$ cat config.mk
export PLATFORM = sky130hd
export DESIGN_NAME = aux_i2c_bridge
export DESIGN_NICKNAME = d
export VERILOG_FILES = /design/src/rtl/aux_bridge_pkg.sv /design/src/rtl/aux_cmd_dec.sv /design/src/rtl/aux_mot_track.sv /design/src/rtl/aux_byte_buf.sv /design/src/rtl/aux_i2c_bridge.sv
export SDC_FILE = /design/constraint.sdc
export NUM_CORES = 1
export LEC_CHECK = 0
export BUFFER_PORTS_ARGS = -buffer_cell sky130_fd_sc_hd__buf_4
export CAP_MARGIN = 20
export CORE_ASPECT_RATIO = 0.75
export CORE_MARGIN = 1.5
export CORE_UTILIZATION = 38
export CTS_BUF_LIST = sky130_fd_sc_hd__clkbuf_16
export CTS_CLUSTER_SIZE = 12
export DETAILED_ROUTE_END_ITERATION = 8
export PLACE_DENSITY_LB_ADDON = 0.08
export SYNTH_ARGS = -nofsm -noshare
export SYNTH_HDL_FRONTEND = slang
export SYNTH_SLANG_ARGS = --single-unit
$ cat constraint.sdc
create_clock -name clk -period 3.1 [get_ports clk]
set_input_delay 0.465 -clock clk [delete_from_list [all_inputs] [get_ports clk]]
set_output_delay 0.465 -clock clk [all_outputs]
set_load 0.01 [all_outputs]
$ cat src/rtl/aux_bridge_pkg.sv
package aux_bridge_pkg;

  typedef enum logic [1:0] {
    K_NATIVE = 2'd0,
    K_PLAIN  = 2'd1,
    K_MOT    = 2'd2,
    K_BAD    = 2'd3
  } req_kind_e;

  typedef enum logic [1:0] {
    OP_START = 2'd0,
    OP_XFER  = 2'd1,
    OP_STOP  = 2'd2
  } i2c_op_e;

  typedef struct packed {
    req_kind_e kind;
    logic      rd;
  } cmd_dec_t;

  localparam logic [1:0] RSP_ACK   = 2'b00;
  localparam logic [1:0] RSP_NACK  = 2'b01;
  localparam logic [1:0] RSP_DEFER = 2'b10;

endpackage

$ cat src/rtl/aux_cmd_dec.sv
module aux_cmd_dec
  import aux_bridge_pkg::*;
(
  input  logic [3:0] cmd,
  output cmd_dec_t   dec
);
  // bit3: native/I2C, bit2: continue-transaction flag, bits1:0: 00 write 01 read
  always_comb begin
    dec.rd   = cmd[0];
    dec.kind = K_BAD;
    if (cmd[1] == 1'b0) begin
      if (cmd[3]) begin
        if (!cmd[2]) dec.kind = K_NATIVE;
      end else begin
        dec.kind = cmd[2] ? K_MOT : K_PLAIN;
      end
    end
  end
endmodule

$ cat src/rtl/aux_mot_track.sv
module aux_mot_track #(
  parameter int ADDR_W = 20,
  parameter int CMD_W  = 4
) (
  input  logic              clk,
  input  logic              rst,
  input  logic              set_en,
  input  logic [ADDR_W-1:0] set_addr,
  input  logic [CMD_W-1:0]  set_cmd,
  input  logic              clr_en,
  input  logic [ADDR_W-1:0] chk_addr,
  input  logic [CMD_W-1:0]  chk_cmd,
  output logic              is_open,
  output logic              same
);
  logic [ADDR_W-1:0] last_addr_q;
  logic [CMD_W-1:0]  last_cmd_q;
  logic              open_q;

  always_ff @(posedge clk) begin
    if (rst) begin
      open_q      <= 1'b0;
      last_addr_q <= '0;
      last_cmd_q  <= '0;
    end else if (set_en) begin
      open_q      <= 1'b1;
      last_addr_q <= set_addr;
      last_cmd_q  <= set_cmd;
    end else if (clr_en) begin
      open_q      <= 1'b0;
    end
  end

  assign is_open = open_q;
  assign same    = open_q && (chk_addr == last_addr_q) && (chk_cmd == last_cmd_q);
endmodule

$ cat src/rtl/aux_byte_buf.sv
module aux_byte_buf #(
  parameter int NB = 16,
  localparam int IW = (NB > 1) ? $clog2(NB) : 1,
  localparam int BW = NB * 8
) (
  input  logic          clk,
  input  logic          rst,
  input  logic          load_en,
  input  logic [BW-1:0] load_data,
  input  logic          wr_en,
  input  logic [IW-1:0] wr_idx,
  input  logic [7:0]    wr_byte,
  input  logic [IW-1:0] rd_idx,
  output logic [7:0]    rd_byte,
  output logic [BW-1:0] all_data
);
  for (genvar b = 0; b < NB; b++) begin : g_byte
    logic [7:0] byte_q;
    always_ff @(posedge clk) begin
      if (rst)                                byte_q <= '0;
      else if (load_en)                       byte_q <= load_data[b*8 +: 8];
      else if (wr_en && (wr_idx == IW'(b)))   byte_q <= wr_byte;
    end
    assign all_data[b*8 +: 8] = byte_q;
  end

  assign rd_byte = all_data[{rd_idx, 3'b000} +: 8];
endmodule

$ cat src/rtl/aux_i2c_bridge.sv
module aux_i2c_bridge
  import aux_bridge_pkg::*;
#(
  parameter int ADDR_W  = 20,
  parameter int MAX_LEN = 16,
  parameter int I2C_AW  = 7,
  localparam int LEN_W  = $clog2(MAX_LEN + 1),
  localparam int IDX_W  = (MAX_LEN > 1) ? $clog2(MAX_LEN) : 1,
  localparam int BUF_W  = MAX_LEN * 8
) (
  input  logic              clk,
  input  logic              rst,
  input  logic              req_valid,
  output logic              req_ready,
  input  logic [3:0]        req_cmd,
  input  logic [ADDR_W-1:0] req_addr,
  input  logic [LEN_W-1:0]  req_len,
  input  logic [BUF_W-1:0]  req_wdata,
  output logic              rsp_valid,
  output logic [1:0]        rsp_code,
  output logic [BUF_W-1:0]  rsp_rdata,
  output logic              i2c_req,
  output logic [1:0]        i2c_op,
  output logic [I2C_AW-1:0] i2c_addr,
  output logic              i2c_rd,
  output logic [7:0]        i2c_wdata,
  input  logic              i2c_done,
  input  logic              i2c_ack,
  input  logic [7:0]        i2c_rdata,
  output logic              nat_req,
  output logic              nat_we,
  output logic [ADDR_W-1:0] nat_addr,
  output logic [7:0]        nat_wdata,
  input  logic              nat_done,
  input  logic              nat_err,
  input  logic [7:0]        nat_rdata
);
  typedef enum logic [1:0] { S_IDLE, S_NAT, S_I2C } state_e;

  state_e            state_q;
  logic [3:0]        cur_cmd_q;
  logic [ADDR_W-1:0] cur_addr_q;
  logic [LEN_W-1:0]  cur_len_q;
  req_kind_e         cur_kind_q;
  logic              cur_rd_q;
  logic [IDX_W-1:0]  idx_q;
  i2c_op_e           pend_op_q;
  logic              restart_q;
  logic [1:0]        final_code_q;
  logic              i2c_req_q;
  logic [1:0]        i2c_op_q;
  logic [7:0]        i2c_wdata_q;
  logic              nat_req_q;
  logic              nat_we_q;
  logic [ADDR_W-1:0] nat_addr_q;
  logic [7:0]        nat_wdata_q;
  logic              rsp_valid_q;
  logic [1:0]        rsp_code_q;

  cmd_dec_t          dec;
  logic [LEN_W-1:0]  len_eff;
  logic [IDX_W-1:0]  idx_inc;
  logic              last_byte;
  logic              trk_open, trk_same, trk_set, trk_clr;
  logic              buf_load, buf_wr;
  logic [IDX_W-1:0]  buf_rd_idx;
  logic [7:0]        buf_rd_byte, buf_wr_byte;

  aux_cmd_dec u_dec (.cmd(req_cmd), .dec(dec));

  assign len_eff   = (req_len > LEN_W'(MAX_LEN)) ? LEN_W'(MAX_LEN) : req_len;
  assign idx_inc   = idx_q + 1'b1;
  assign last_byte = (({{(LEN_W-IDX_W){1'b0}}, idx_q} + LEN_W'(1)) == cur_len_q);

  // transaction tracking: set on an acknowledged start, cleared on a stop or a refused start
  assign trk_set = (state_q == S_I2C) && i2c_done && (pend_op_q == OP_START) && i2c_ack;
  assign trk_clr = (state_q == S_I2C) && i2c_done &&
                   ((pend_op_q == OP_STOP) || ((pend_op_q == OP_START) && !i2c_ack));

  aux_mot_track #(.ADDR_W(ADDR_W), .CMD_W(4)) u_track (
    .clk     (clk),
    .rst     (rst),
    .set_en  (trk_set),
    .set_addr(cur_addr_q),
    .set_cmd (cur_cmd_q),
    .clr_en  (trk_clr),
    .chk_addr(req_addr),
    .chk_cmd (req_cmd),
    .is_open (trk_open),
    .same    (trk_same)
  );

  assign buf_load    = (state_q == S_IDLE) && req_valid;
  assign buf_wr      = ((state_q == S_I2C) && i2c_done && (pend_op_q == OP_XFER) && cur_rd_q && i2c_ack) ||
                       ((state_q == S_NAT) && nat_done && !nat_err && cur_rd_q);
  assign buf_wr_byte = (state_q == S_NAT) ? nat_rdata : i2c_rdata;
  assign buf_rd_idx  = ((state_q == S_I2C) && (pend_op_q == OP_START)) ? '0 : idx_inc;

  aux_byte_buf #(.NB(MAX_LEN)) u_buf (
    .clk      (clk),
    .rst      (rst),
    .load_en  (buf_load),
    .load_data(req_wdata),
    .wr_en    (buf_wr),
    .wr_idx   (idx_q),
    .wr_byte  (buf_wr_byte),
    .rd_idx   (buf_rd_idx),
    .rd_byte  (buf_rd_byte),
    .all_data (rsp_rdata)
  );

  always_ff @(posedge clk) begin
    if (rst) begin
      state_q      <= S_IDLE;
      cur_cmd_q    <= '0;
      cur_addr_q   <= '0;
      cur_len_q    <= '0;
      cur_kind_q   <= K_BAD;
      cur_rd_q     <= 1'b0;
      idx_q        <= '0;
      pend_op_q    <= OP_START;
      restart_q    <= 1'b0;
      final_code_q <= RSP_NACK;
      i2c_req_q    <= 1'b0;
      i2c_op_q     <= '0;
      i2c_wdata_q  <= '0;
      nat_req_q    <= 1'b0;
      nat_we_q     <= 1'b0;
      nat_addr_q   <= '0;
      nat_wdata_q  <= '0;
      rsp_valid_q  <= 1'b0;
      rsp_code_q   <= RSP_ACK;
    end else begin
      i2c_req_q   <= 1'b0;
      nat_req_q   <= 1'b0;
      rsp_valid_q <= 1'b0;
      unique case (state_q)
        S_IDLE: begin
          if (req_valid) begin
            cur_cmd_q  <= req_cmd;
            cur_addr_q <= req_addr;
            cur_len_q  <= len_eff;
            cur_kind_q <= dec.kind;
            cur_rd_q   <= dec.rd;
            idx_q      <= '0;
            restart_q  <= 1'b0;
            unique case (dec.kind)
              K_BAD: begin
                rsp_valid_q <= 1'b1;
                rsp_code_q  <= RSP_NACK;
              end
              K_NATIVE: begin
                if (len_eff == '0) begin
                  rsp_valid_q <= 1'b1;
                  rsp_code_q  <= RSP_NACK;
                end else begin
                  nat_req_q   <= 1'b1;
                  nat_we_q    <= !dec.rd;
                  nat_addr_q  <= req_addr;
                  nat_wdata_q <= req_wdata[7:0];
                  state_q     <= S_NAT;
                end
              end
              K_PLAIN: begin
                state_q   <= S_I2C;
                i2c_req_q <= 1'b1;
                if (trk_open) begin
                  pend_op_q <= OP_STOP;
                  i2c_op_q  <= OP_STOP;
                  restart_q <= 1'b1;
                end else begin
                  pend_op_q <= OP_START;
                  i2c_op_q  <= OP_START;
                end
              end
              default: begin // K_MOT
                if (!trk_open) begin
                  state_q   <= S_I2C;
                  i2c_req_q <= 1'b1;
                  pend_op_q <= OP_START;
                  i2c_op_q  <= OP_START;
                end else if (!trk_same) begin
                  state_q   <= S_I2C;
                  i2c_req_q <= 1'b1;
                  pend_op_q <= OP_STOP;
                  i2c_op_q  <= OP_STOP;
                  restart_q <= 1'b1;
                end else if (len_eff == '0) begin
                  rsp_valid_q <= 1'b1;
                  rsp_code_q  <= RSP_ACK;
                end else begin
                  state_q     <= S_I2C;
                  i2c_req_q   <= 1'b1;
                  pend_op_q   <= OP_XFER;
                  i2c_op_q    <= OP_XFER;
                  i2c_wdata_q <= req_wdata[7:0];
                end
              end
            endcase
          end
        end

        S_NAT: begin
          if (nat_done) begin
            if (nat_err) begin
              rsp_valid_q <= 1'b1;
              rsp_code_q  <= RSP_NACK;
              state_q     <= S_IDLE;
            end else if (last_byte) begin
              rsp_valid_q <= 1'b1;
              rsp_code_q  <= RSP_ACK;
              state_q     <= S_IDLE;
            end else begin
              idx_q       <= idx_inc;
              nat_req_q   <= 1'b1;
              nat_addr_q  <= nat_addr_q + 1'b1;
              nat_wdata_q <= buf_rd_byte;
            end
          end
        end

        default: begin // S_I2C
          if (i2c_done) begin
            unique case (pend_op_q)
              OP_STOP: begin
                if (restart_q) begin
                  restart_q <= 1'b0;
                  i2c_req_q <= 1'b1;
                  pend_op_q <= OP_START;
                  i2c_op_q  <= OP_START;
                end else begin
                  rsp_valid_q <= 1'b1;
                  rsp_code_q  <= final_code_q;
                  state_q     <= S_IDLE;
                end
              end
              OP_START: begin
                if (!i2c_ack) begin
                  rsp_valid_q <= 1'b1;
                  rsp_code_q  <= RSP_NACK;
                  state_q     <= S_IDLE;
                end else if (cur_len_q == '0) begin
                  if (cur_kind_q == K_MOT) begin
                    rsp_valid_q <= 1'b1;
                    rsp_code_q  <= RSP_ACK;
                    state_q     <= S_IDLE;
                  end else begin
                    final_code_q <= RSP_ACK;
                    i2c_req_q    <= 1'b1;
                    pend_op_q    <= OP_STOP;
                    i2c_op_q     <= OP_STOP;
                  end
                end else begin
                  i2c_req_q   <= 1'b1;
                  pend_op_q   <= OP_XFER;
                  i2c_op_q    <= OP_XFER;
                  i2c_wdata_q <= buf_rd_byte;
                end
              end
              default: begin // OP_XFER
                if (!i2c_ack) begin
                  final_code_q <= RSP_NACK;
                  i2c_req_q    <= 1'b1;
                  pend_op_q    <= OP_STOP;
                  i2c_op_q     <= OP_STOP;
                end else if (last_byte) begin
                  if (cur_kind_q == K_MOT) begin
                    rsp_valid_q <= 1'b1;
                    rsp_code_q  <= RSP_ACK;
                    state_q     <= S_IDLE;
                  end else begin
                    final_code_q <= RSP_ACK;
                    i2c_req_q    <= 1'b1;
                    pend_op_q    <= OP_STOP;
                    i2c_op_q     <= OP_STOP;
                  end
                end else begin
                  idx_q       <= idx_inc;
                  i2c_req_q   <= 1'b1;
                  i2c_op_q    <= OP_XFER;
                  i2c_wdata_q <= buf_rd_byte;
                end
              end
            endcase
          end
        end
      endcase
    end
  end

  assign req_ready = (state_q == S_IDLE);
  assign rsp_valid = rsp_valid_q;
  assign rsp_code  = rsp_code_q;
  assign i2c_req   = i2c_req_q;
  assign i2c_op    = i2c_op_q;
  assign i2c_addr  = cur_addr_q[I2C_AW-1:0];
  assign i2c_rd    = cur_rd_q;
  assign i2c_wdata = i2c_wdata_q;
  assign nat_req   = nat_req_q;
  assign nat_we    = nat_we_q;
  assign nat_addr  = nat_addr_q;
  assign nat_wdata = nat_wdata_q;
endmodule

---- After elaboration in Yosys (flattened, before gate mapping) ----
Cells that the tools add are included.
storage, ports and cells
  output and inout bits ................... 181
  flip-flop bits (word level) ............. 240
  logic and storage cells ................. 366
  input port bits ......................... 180
operators by class
  bitwise logic cells ..................... 4
  add/subtract/negate cells ............... 3
  magnitude comparators ................... 1
  muxes and demuxes ....................... 181
  reductions and logical operators ........ 82
  shift-type cells ........................ 1
  eq/ne operators ......................... 56
operator list
  operator               count
  $mux 8                 47
  $shiftx 128x8->8       1
  $mux 20                6
  $mux 2                 55
  $pmux 8 s2             3
  $reduce_bool 2->1      21
  $pmux 2 s2             10
  $pmux 20 s2            1
  $mux 1                 38
  $eq 4x4->1 const B     8
  $mux 4                 8
  $logic_and 1x1->1      31
  $ne 2x2->1 const B     11
  $reduce_and 11->1      2
  $add 20x1->20 const B  1
  $eq 20x20->1           1
  $ne 3x3->1 const B     6
  $eq 4x3->1 const B     4
  $pmux 1 s2             8
  $reduce_and 7->1       2
  $reduce_and 13->1      1
  $pmux 2 s3             2
  $reduce_and 6->1       2
  $logic_not 5->1        2
  33 further kinds       57

---- Longest topological paths before layout ----
  depth in word-level cells ............... 9
  depth in mapped cells ................... 12
  gate-level depth less buffers ........... 10

---- Cells and area by module ----
A second synthesis with hierarchy kept.
unflattened totals
  cell total of the unflattened synthesis .. 1588
  area, all modules ....................... 13048.8 um^2
by module, submodules not included
  module          times used  area an instance (um^2)  cells an instance  sequential area each (um^2)
  aux_byte_buf    1           7123.1                   840                2562.5
  aux_i2c_bridge  1           4753.3                   629                1741.7
  aux_mot_track   1           1143.6                   115                500.5
  aux_cmd_dec     1           28.8                     4                  0.0

---- Worst setup path before layout ----
No wires, ideal clock.
  path kind ............................... reg-to-reg
  start point ............................. reg idx_q[0]
  end point ............................... reg nat_wdata_q[0], in the netlist nat_wdata[0]
  arrival ................................. 2.868 ns
  path buffers ............................ 5
  path slack .............................. 0.100 ns
  setup time .............................. 0.132 ns
  required time ........................... 2.968 ns
  period minus slack after synthesis ...... 3.000 ns
  cell stages (with the launch flop) ...... 12
  cell sequence ........................... dfxtp_1 clkbuf_1 inv_1 ha_1 buf_2 buf_2 buf_1 clkbuf_1 o211ai_1 o211a_1 o31ai_1 a21oi_1
on the way
  cells in the longest elaborated chain, start to end .. 7
  elaborated cells on any way between the ends .. 11
  those cells by class .................... add/sub: 2; eq/ne: 2; shift: 1; mux: 5; reduce/logical: 1
ends and longest elaborated chain
  element                 line                   text
  start, declared         aux_i2c_bridge.sv:46   logic [IDX_W-1:0] idx_q;
  start signal, assigned  aux_i2c_bridge.sv:214  idx_q <= idx_inc;
  start signal, assigned  aux_i2c_bridge.sv:278  idx_q <= idx_inc;
  $add 4x1->4             aux_i2c_bridge.sv:72   assign idx_inc = idx_q + 1'b1;
  $mux 4                  aux_i2c_bridge.sv:97   assign buf_rd_idx = ((state_q == S_I2C) && (pend_op_q == OP_START)) ? '0 : idx_inc;
  $shiftx 128x8->8        aux_byte_buf.sv:27     assign rd_byte = all_data[{rd_idx, 3'b000} +: 8];
  $mux 8                  aux_i2c_bridge.sv:209  end else if (last_byte) begin
  $mux 8                  aux_i2c_bridge.sv:205  if (nat_err) begin
  $mux 8                  aux_i2c_bridge.sv:204  if (nat_done) begin
  $pmux 8 s2              aux_i2c_bridge.sv:137  unique case (state_q)
  end signal, assigned    aux_i2c_bridge.sv:160  nat_wdata_q <= req_wdata[7:0];
  end signal, assigned    aux_i2c_bridge.sv:217  nat_wdata_q <= buf_rd_byte;
  end, declared           aux_i2c_bridge.sv:56   logic [7:0] nat_wdata_q;
Several ways; a longest one is shown, not always the timed one. The select of a mux whose other input is x is not followed.
A chain may end at the register's enable or synchronous reset.

---- Worst setup path in the final report ----
  start point ............................. reg idx_q[0]
  end point ............................... reg state_q[0]
on the way
  cells in the longest elaborated chain, start to end .. 4
  elaborated cells on any way between the ends .. 5
  those cells by class .................... add/sub: 1; eq/ne: 2; reduce/logical: 2
ends and longest elaborated chain
  element                                                    line                   text
  $add 4x1->5 *                                              aux_i2c_bridge.sv:73   assign last_byte = (({{(LEN_W-IDX_W){1'b0}}, idx_q} + LEN_W'(1)) == cur_len_q);
  $eq 5x5->1 *                                               aux_i2c_bridge.sv:73
  $ne 3x3->1 (no line) or $reduce_bool 5->1 (tied branches)  -
  $reduce_and 11->1 (no line) *                              -
  end signal, assigned                                       aux_i2c_bridge.sv:114  state_q <= S_IDLE;
  end signal, assigned                                       aux_i2c_bridge.sv:161  state_q <= S_NAT;
  end signal, assigned                                       aux_i2c_bridge.sv:165  state_q <= S_I2C;
  end, declared                                              aux_i2c_bridge.sv:40   state_e state_q;
Every way passes the cells marked *; elsewhere a longest branch is shown, timed or not.

==> results.yml <==
status:
  status: "finished clean"
logic_synthesis:
  postSynthCellCount: 1554
  syn_nets: 1744
  synth.top_cell.area_share_pct: 38.59
  synth_ff_type: "dfxtp_1"
  avgSynthCellArea_sq_um: 7.979
  syn_area_sq_um: 12400
  yosys.area.top_type: "dfxtp_1"
  synth_area_leaders: "dfxtp_1 (39%), nor2_1 (9.5%), a221oi_1 (9.3%), nand2_1 (5.4%), a21oi_1 (4.4%)"
  async_flop_share_pct: 0
  ys_seq_area_share_pct: 38.59
  synth_common_cells: "nor2_1 (315), dfxtp_1 (239), nand2_1 (180), a221oi_1 (131), clkbuf_1 (113)"
  yosys.cell_count.top_type: "nor2_1"
  synth_edf_count: 0
  synthDistinctLibCells: 78
  yosysWarnings: 0
  ys_seq_elements: 239
layout:
  diodes: 0
  drive_gt1_share_pct: 26.85
  fin_util_pct: 50.83
  finalNetCount: 2050
  area_growth_pct: 32.16
setup_path:
  critPathKind: "flip-flop to flip-flop"
  crit_required_ns: 3.57
  arrival_ns: 3.24
  cp-end-kind: "flip-flop"
  crit_chain: "inv_1 > ha_2 > xnor2_1 > o2111ai_1 > a2111oi_2 > o211ai_1 > or3b_1 > o31ai_1"
  cp-start-kind: "flip-flop"
  max_stage_delay_ns: 0.44
  cpMaxStageDelayCell: "or3b_1"
  reg2reg_to: "state_q[0]"
  critPathMaxFanout: 7
  rr_startpoint: "idx_q[0]"
  reg2reg_depth: 8
  ff2ff_setup_slack_ns: 0.33
clock_tree:
  ctsLongestPathBuffers: 3
  cts_max_level: 1
  cts_tree: "done"
  cts_inserted_buffers: 27
  cts_hold_buf: 0
  cts_root_buffer: "clkbuf_16"
  clock_latency_ns: 0.56
  clock-sinks: 239
  cts.clk_slew.worst_paths_ns: 0.07
floorplan:
  io_pins: 361
  rows: 57
  start_util_pct: 38.46
  die_area_sq_um: 33730
  die_height_um: 159.4
  die_w_um: 211.6
  core_area_sq_um: 32240
pwr:
  power.switching_w: 0.002725
  p_int_w: 0.005772
  seqPwrFrac_pct: 41.1
  p_comb_share_pct: 23.4
  vdd_ir_drop_max_uv: 374.4
  swShare_pct: 32.07
  power_density_nw_per_um2: 518.5
  p_leak_nw: 6.618
  clkPwrFrac_pct: 35.5
placement:
  gp_congestion: 0.9332
  hpwl_um: 38790
  port_buffers: 360
timing:
  finClkSkew_ns: 0.01044
  setup_violations: 0
  max_freq_mhz: 360.9
  drv_slew: 0
  setup-tns-final_ns: 0
  period_minus_slack_ns: 2.771
  worst_slew_pin_slew_ns: 0.8074
  finalCritPeriodShare_pct: 89.39
  hold_viol_final: 0
  grt_setup_unrepaired: "false"
  relSlewSlack_pct: 46.11
worst_hold_path:
  hold_start: "req_wdata[86]"
  whs_path_depth: 3
  min_to: "u_buf.g_byte[10].byte_q[6]"
  hold_path_class: "input pin to flip-flop"
grt:
  grt_pass1_wl_um: 79810
  grt_usage_pct: 30.57
  grt_max_degree: 159
  antenna_found_initial: 2
  grt_pass1_vias: 12758
  grt_overflow: 0
drt:
  drt-pass1-iter-count: 7
  vias: 13611
  antenna_left: 0
  wl_per_cell_um: 22.84
  avgViaCountPerCell: 5.859
  wl_um: 53060
  drtIter0Drc: 1298
  route.detailed.drc: 0
flow_run:
  cap_violations: 0
cell type report:
type,count,area [sq um]
Clock buffer,27,675.6
Clock inverter,23,128.9
Fill cell,3200,15850
Inverter,13,48.80
Multi-Input combinational cell,1160,7007
Sequential cell,239,4787
Tap cell,442,553.0
Timing Repair Buffer,419,3187
metal layers:
metal  vias up  part of all wire [%]  track usage (%)
li1       6268                     -                -
met1      6625                    45            44.07
met2       636                    44            46.52
met3        78                   9.5            6.805
met4         4                   1.9            6.494
met5         -                 0.047                0
critical path: cells and delay by family (launching register included):
family                   cells  cell delay [ns]
AO/OA/AOI/OAI                4             1.11
AND/OR/NAND/NOR              1             0.44
flip-flops                   1             0.36
adder cells (fa/ha/maj)      1             0.34
buffers and inverters        1             0.22
XOR/XNOR                     1             0.21
kinds of logic (layout without fill, tap and decap cells):
| group | Yosys count | in the layout | share of synthesized area (%) |
|---|---|---|---|
| adders and majority gates | 10 | 10 | 1.009 |
| muxes | 37 | 37 | 4.682 |
| buffers and inverters | 155 | 482 | 5.116 |
| AOI/OAI and AO/OA | 403 | 403 | 23.63 |
| xor gates and xnor gates | 34 | 34 | 2.513 |
| DFF | 239 | 239 | 38.59 |
| and+or+nand+nor | 676 | 676 | 24.46 |
power groups by stage:
stage,combinational [W],sequential (W),clock [W]
detailed placement,0.00196,0.00355,0
global route,0.00213,0.00351,0.00320
floorplan,0.00103,0.00354,0
CTS,0.00197,0.00349,0.00308
global placement,0.00194,0.00355,0
finish,0.00199,0.00349,0.00302
worst max path at each step:
stage | cells past startpoint | endpoint | start
global route | 9 | nat_wdata[4] | idx_q[0]
CTS | 7 | u_buf.g_byte[14].byte_q[0] | state_q[1]
finish | 8 | state_q[0] | idx_q[0]
detailed placement | 7 | i2c_wdata[6] | req_addr[5]
global placement | 7 | i2c_wdata[6] | req_addr[5]
floorplan | 11 | nat_wdata[0] | idx_q[0]
sequential cells by signal (all words and copies together) (netlist names), 2 cells and up:
register,flops
u_buf.g_byte.byte_q,128
u_track.last_addr_q,20
i2c_wdata,8
cur_addr_q,20
nat_addr,20
final_code_q,2
cur_kind_q,2
u_track.last_cmd_q,4
state_q,2
i2c_op,2
pend_op_q,2
cur_len_q,5
nat_wdata,8
cur_cmd_q,4
idx_q,4
rsp_code,2
metrics by stage:
step                      cells  hold slack (ns)  instance area [sq um]  power, W  setup WS (ns)
after floorplan            1554           0.4256                  12400  0.004572        0.09979
after CTS                  2323           0.1304                  16390  0.008529         0.2824
after global routing       2323           0.1388                  16390  0.008849        0.04365
after global placement     2273           0.4369                  15580  0.005499         0.2409
after detailed placement   2273           0.4447                  15580  0.005510         0.2069
final                      2323           0.1525                  16390  0.008497         0.3290
layout by cell type, fill, tap and decap left out, types with 17 or more instances in the layout:
cell type	netlist	final
buf_4	8	415
nor2_1	315	315
dfxtp_1	239	237
nand2_1	180	179
a221oi_1	131	131
a21oi_1	110	110
nand4_1	36	36
nand3_1	29	29
o21ai_0	28	28
clkbuf_16	0	27
o211ai_1	24	24
nor3_1	21	21
xor2_1	20	20
inv_1	11	17
timing repair:
item | in CTS | in global routing
buffers inserted | 0 | 0
endpoints found under the setup margin | 0 | 2
gates resized for setup | 0 | 1
No activity file was read; power rests on OpenSTA's default activity.
